## src/rtl/code_lock_pkg.sv

```systemverilog
package code_lock_pkg;

  localparam int unsigned N_STATES = 5;
  localparam int unsigned BIN_W    = 3;

  typedef enum logic [BIN_W-1:0] {
    LK_IDLE     = 3'b000,
    LK_PASS1    = 3'b001,
    LK_UNLOCKED = 3'b011,
    LK_MISS1    = 3'b100,
    LK_ALARM    = 3'b101
  } lock_state_e;

  // one-hot bit position of each state
  function automatic int unsigned oh_index(lock_state_e s);
    case (s)
      LK_IDLE:     return 0;
      LK_PASS1:    return 1;
      LK_UNLOCKED: return 2;
      LK_MISS1:    return 3;
      default:     return 4;
    endcase
  endfunction

endpackage

```

## src/rtl/lock_word_match.sv

```systemverilog
module lock_word_match #(
  parameter int unsigned SW_W = 2,
  parameter logic [SW_W-1:0] WORD_A = 2'b01,
  parameter logic [SW_W-1:0] WORD_B = 2'b11
) (
  input  logic [SW_W-1:0] sw_i,
  output logic            hit_a_o,
  output logic            hit_b_o
);
  always_comb begin
    hit_a_o = (sw_i == WORD_A);
    hit_b_o = (sw_i == WORD_B);
  end
endmodule

```

## src/rtl/lock_next_state.sv

```systemverilog
module lock_next_state
  import code_lock_pkg::*;
(
  input  lock_state_e cur_i,
  input  logic        cur_valid_i,
  input  logic        enter_i,
  input  logic        hit_a_i,
  input  logic        hit_b_i,
  output lock_state_e nxt_o
);
  always_comb begin
    nxt_o = cur_i;
    if (!cur_valid_i) begin
      nxt_o = LK_IDLE;
    end else if (enter_i) begin
      case (cur_i)
        LK_IDLE:  nxt_o = hit_a_i ? LK_PASS1 : LK_MISS1;
        LK_PASS1: nxt_o = hit_b_i ? LK_UNLOCKED : LK_ALARM;
        LK_MISS1: nxt_o = LK_ALARM;
        default:  nxt_o = cur_i;
      endcase
    end
  end
endmodule

```

## src/rtl/lock_state_reg.sv

```systemverilog
module lock_state_reg
  import code_lock_pkg::*;
#(
  parameter bit ONE_HOT = 1'b0
) (
  input  logic        clk,
  input  logic        rst,
  input  lock_state_e nxt_i,
  output lock_state_e cur_o,
  output logic        cur_valid_o
);
  localparam int unsigned REG_W = ONE_HOT ? N_STATES : BIN_W;

  logic [REG_W-1:0] st_q;

  if (ONE_HOT) begin : g_onehot
    logic [REG_W-1:0] nxt_vec;
    always_comb begin
      nxt_vec = '0;
      nxt_vec[oh_index(nxt_i)] = 1'b1;
    end
    always_ff @(posedge clk) begin
      if (rst) st_q <= REG_W'(1) << oh_index(LK_IDLE);
      else     st_q <= nxt_vec;
    end
    always_comb begin
      cur_valid_o = $onehot(st_q);
      cur_o = LK_IDLE;
      if (st_q[oh_index(LK_PASS1)])    cur_o = LK_PASS1;
      if (st_q[oh_index(LK_UNLOCKED)]) cur_o = LK_UNLOCKED;
      if (st_q[oh_index(LK_MISS1)])    cur_o = LK_MISS1;
      if (st_q[oh_index(LK_ALARM)])    cur_o = LK_ALARM;
    end
  end else begin : g_binary
    always_ff @(posedge clk) begin
      if (rst) st_q <= REG_W'(LK_IDLE);
      else     st_q <= REG_W'(nxt_i);
    end
    always_comb begin
      cur_o = lock_state_e'(st_q);
      cur_valid_o = (st_q == REG_W'(LK_IDLE))     || (st_q == REG_W'(LK_PASS1)) ||
                    (st_q == REG_W'(LK_UNLOCKED)) || (st_q == REG_W'(LK_MISS1)) ||
                    (st_q == REG_W'(LK_ALARM));
    end
  end

  // whichever encoding is chosen, only legal codes appear after reset
  p_state_legal_r9: assert property (@(posedge clk) disable iff (rst) cur_valid_o)
    else $error("p_state_legal_r9: illegal state code");

endmodule

```

## src/rtl/lock_flag_reg.sv

```systemverilog
module lock_flag_reg
  import code_lock_pkg::*;
(
  input  logic        clk,
  input  logic        rst,
  input  lock_state_e nxt_i,
  output logic        open_o,
  output logic        error_o
);
  always_ff @(posedge clk) begin
    if (rst) begin
      open_o  <= 1'b0;
      error_o <= 1'b0;
    end else begin
      open_o  <= (nxt_i == LK_UNLOCKED);
      error_o <= (nxt_i == LK_ALARM);
    end
  end

  p_open_sticky_r7: assert property (@(posedge clk) disable iff (rst) open_o |=> open_o)
    else $error("p_open_sticky_r7");
  p_error_sticky_r7: assert property (@(posedge clk) disable iff (rst) error_o |=> error_o)
    else $error("p_error_sticky_r7");
endmodule

```

## src/rtl/code_lock_top.sv

```systemverilog
module code_lock_top
  import code_lock_pkg::*;
#(
  parameter int unsigned SW_W = 2,
  parameter logic [SW_W-1:0] WORD_A = 2'b01,
  parameter logic [SW_W-1:0] WORD_B = 2'b11,
  parameter bit ONE_HOT = 1'b0
) (
  input  logic            clk,
  input  logic            rst,
  input  logic            enter_i,
  input  logic [SW_W-1:0] sw_i,
  output logic            open_o,
  output logic            error_o
);
  logic        hit_a, hit_b, cur_valid;
  lock_state_e cur_st, nxt_st;

  lock_word_match #(.SW_W(SW_W), .WORD_A(WORD_A), .WORD_B(WORD_B)) u_match (
    .sw_i(sw_i), .hit_a_o(hit_a), .hit_b_o(hit_b)
  );

  lock_next_state u_next (
    .cur_i(cur_st), .cur_valid_i(cur_valid), .enter_i(enter_i),
    .hit_a_i(hit_a), .hit_b_i(hit_b), .nxt_o(nxt_st)
  );

  lock_state_reg #(.ONE_HOT(ONE_HOT)) u_state (
    .clk(clk), .rst(rst), .nxt_i(nxt_st), .cur_o(cur_st), .cur_valid_o(cur_valid)
  );

  lock_flag_reg u_flags (
    .clk(clk), .rst(rst), .nxt_i(nxt_st), .open_o(open_o), .error_o(error_o)
  );

  p_flags_exclusive_r10: assert property (@(posedge clk) disable iff (rst) !(open_o && error_o))
    else $error("p_flags_exclusive_r10");
  p_reset_clears_r8: assert property (@(posedge clk) rst |=> (!open_o && !error_o))
    else $error("p_reset_clears_r8");
  p_idle_holds_r3: assert property (@(posedge clk) disable iff (rst)
                                    !enter_i |=> $stable({open_o, error_o}))
    else $error("p_idle_holds_r3");
  p_error_on_entry_r5: assert property (@(posedge clk) disable iff (rst)
                                        $rose(error_o) |-> $past(enter_i))
    else $error("p_error_on_entry_r5");
  p_open_on_entry_r4: assert property (@(posedge clk) disable iff (rst)
                                       $rose(open_o) |-> $past(enter_i))
    else $error("p_open_on_entry_r4");
endmodule

```

## config.mk

```make
export PLATFORM = sky130hd
export DESIGN_NAME = code_lock_top
export DESIGN_NICKNAME = d
export VERILOG_FILES = /design/src/rtl/code_lock_pkg.sv /design/src/rtl/lock_word_match.sv /design/src/rtl/lock_next_state.sv /design/src/rtl/lock_state_reg.sv /design/src/rtl/lock_flag_reg.sv /design/src/rtl/code_lock_top.sv
export SDC_FILE = /design/constraint.sdc
export NUM_CORES = 1
export LEC_CHECK = 0
export CAP_MARGIN = 20
export CORE_AREA = 2 2 39 41
export CTS_BUF_LIST = sky130_fd_sc_hd__clkbuf_8
export CTS_CLUSTER_SIZE = 28
export DETAILED_ROUTE_END_ITERATION = 12
export DIE_AREA = 0 0 41 43
export PLACE_DENSITY = 0.36
export SETUP_SLACK_MARGIN = 0.15
export SLEW_MARGIN = 10
export SYNTH_ARGS = -nofsm -noshare
export SYNTH_HDL_FRONTEND = slang
export SYNTH_SLANG_ARGS = --single-unit
```

## constraint.sdc

```tcl
create_clock -name clk -period 0.9 [get_ports clk]
set_input_delay 0.135 -clock clk [delete_from_list [all_inputs] [get_ports clk]]
set_output_delay 0.135 -clock clk [all_outputs]
set_load 0.1 [all_outputs]
```

==> results.cfg <==
[run_status]
status = finished, violations left
violations = setup timing

[finish]
antenna_cells = 0
fin_area_um2 = 442.9
area_growth_syn_to_layout_pct = 125.5
stdcell_count = 49
drive_gt1_share_pct = 66.67
nNetsFinal = 39
post-route-util_pct = 32.01

[routing]
dr_total_vias = 191
routedWlPerCell_um = 9.408
drt-initial-drc-count = 2
firstDrtPassIters = 2
drc = 0
antenna_left = 0
wl_um = 461
avgViaCountPerCell = 3.898

[synth]
syn_avg_cell_area_um2 = 10.34
synth_edf_count = 0
synth-simple-area-share_pct = 21.66
synth.mux.area_fraction_pct = 0
synth_most_common_cell = dfxtp_1
ys_types = 13
ys_ff_latch = 5
synth_top_cell_by_area = dfxtp_1
synthAdderAreaFrac_pct = 0
yosys-top-cells-area = dfxtp_1 51%, nor4b_1 8.9%, o31ai_2 6.4%
synth-seq-area-share_pct = 50.96
synthTopCellsByCount = 5 x dfxtp_1, 2 x nor2_1, 2 x nor4b_1
synthFlopType = dfxtp_1
syn_area_um2 = 196.4
yosys.area_share.xor_xnor_pct = 4.459
synth_compound_area_share_pct = 21.02
syn-num-nets = 24
synth_top_family_by_area = simple AND/OR/NAND/NOR gates
yosys_warnings = 0
yosys.area.top_type_share_pct = 50.96
async_flop_share_pct = 0
syn_inst = 19

[die]
io_pins = 7
dieArea_um2 = 1763
placementRows = 14
fp.dieW_um = 41
coreArea_um2 = 1384
die_height_um = 43
start_util_pct = 14.20

[global_routing]
gr-total-overflow = 0
grt_pass1_wl_um = 738
antenna_found_initial = 0
grt_use_total_pct = 6.419
grt_pass1_vias = 203
grt_max_degree = 6

[clocking]
h-tree-depth = 1
clockBufferDepth = 2
clk_latency_ns = 0.21
cts_root_buf = clkbuf_8
cts-buffers-inserted = 3
cts_hold_buf = 0
clkTransAtPathRegs_ns = 0.03
cts_tree = built
cts.sinks = 5

[pwr]
power_leakage_uw = 0.0001658
irDropWorstVdd_mv = 0.6342
p_per_area_nw_per_um2 = 1740

[worst_setup_path]
cp_slowest_stage_delay_ns = 0.36
worstSetupPathType = flop to flop
startpoint = u_state.cur_o[2]
crit_family = flip-flops
r2r_start = u_state.cur_o[2]
cp.arrival_ns = 1.08
worstPathCellList = a21oi_4 -> o31ai_4 -> nor4b_2
end_kind = flop
cp_slowest_cell = dfxtp_4
crit_fanout = 5
start_kind = flop
cp.buffers_inverters = 0
worst_ep_required_time_ns = 1.01

[job]
maxCapViolations = 0

[timing]
hold_violations = 0
finalSetupViolCount = 3
post-route-period-util_pct = 106.8
fin_setup_tns_ns = -0.1101
fmax_ghz = 1.040
max-slew-margin-rel_pct = 81.24
rsz0062_at_grt = true
fin_crit_ns = 0.9615
drv_slew = 0
finalWorstSetupSlack_ns = -0.06148
skew_ns = 0.001299
tightest_slew_ns = 0.2814

[placement]
port_buffers = 6
gp_congestion = 0.6693
dpl.cell_count = 45
placed_area_um2 = 340.3

[min_path]
hp-start = rst
hold_path.class = input port to flop
==> layout by cell type (no fill, tap or decap) <==
master and instances:
a21oi_1 1, a21oi_4 1, a31oi_4 1, buf_12 2, buf_4 4, clkbuf_8 3
dfxtp_2 3, dfxtp_4 2, dlygate4sd2_1 4, inv_1 2, nand2b_1 1, nor2_1 2
nor2b_4 1, nor3_1 1, nor4b_2 2, o221ai_2 1, o31ai_4 1, xor2_2 1
==> stage by stage <==
| step | power [uW] | setup WS [ns] | hold slack [ns] |
|---|---|---|---|
| 5_1_grt | 805.2 | -0.1078 | 0.3018 |
| 3_5_place_dp | 364.7 | -0.3761 | 0.5231 |
| 2_1_floorplan | 303.4 | 0.05341 | 0.2000 |
| 6_report | 770.5 | -0.06148 | 0.2916 |
| 3_3_place_gp | 364.8 | -0.3434 | 0.5201 |
| 4_1_cts | 778.0 | -0.08270 | 0.2797 |
==> cells by family after synthesis <==
kind of cell	Yosys count
xor+xnor	1
simple gates	7
compound gates	5
buf+inv	1
flops	5
==> layout make-up <==
cell class | count | area [um^2]
Inverter | 1 | 3.754
Timing Repair Buffer | 10 | 105.1
Clock buffer | 3 | 41.29
Tap cell | 16 | 20.02
Sequential cell | 5 | 111.4
Clock inverter | 1 | 3.754
Fill cell | 147 | 940.9
Multi-Input combinational cell | 13 | 157.7
==> repair_timing <==
action	in CTS	in global routing
endpoints found under the setup margin	7	7
setup buffers	0	0
pin swaps	5	1
resized for setup	13	2
==> state kept, by name, summed over array words and instances (netlist names) <==
signal and flops:
u_flags.open_o 1, u_flags.error_o 1, u_state.cur_o 3
==> per-layer routing <==
metal / up-vias / wire length (um) / global-route usage, %
met5: - / 0 / 0
met4: 0 / 0 / 2.000
met3: 0 / 11 / 4.712
met2: 2 / 287 / 11.25
met1: 91 / 162 / 5.128
li1: 98 / - / -
==> final timing paths <==
path,endpoint,slack [ns],depth (start not counted)
worst min-delay path,u_state.cur_o[2],0.29,2
worst max-delay path,u_flags.open_o,-0.06,3
worst max register to register,u_flags.open_o,-0.06,3
worst min register to register,u_state.cur_o[1],0.56,1
==> power by group <==
part           switching, uW  internal (uW)
clock network           96.6            291
registers               19.7            233
logic                   64.8           65.6
Power figures use the tool's default switching activity.
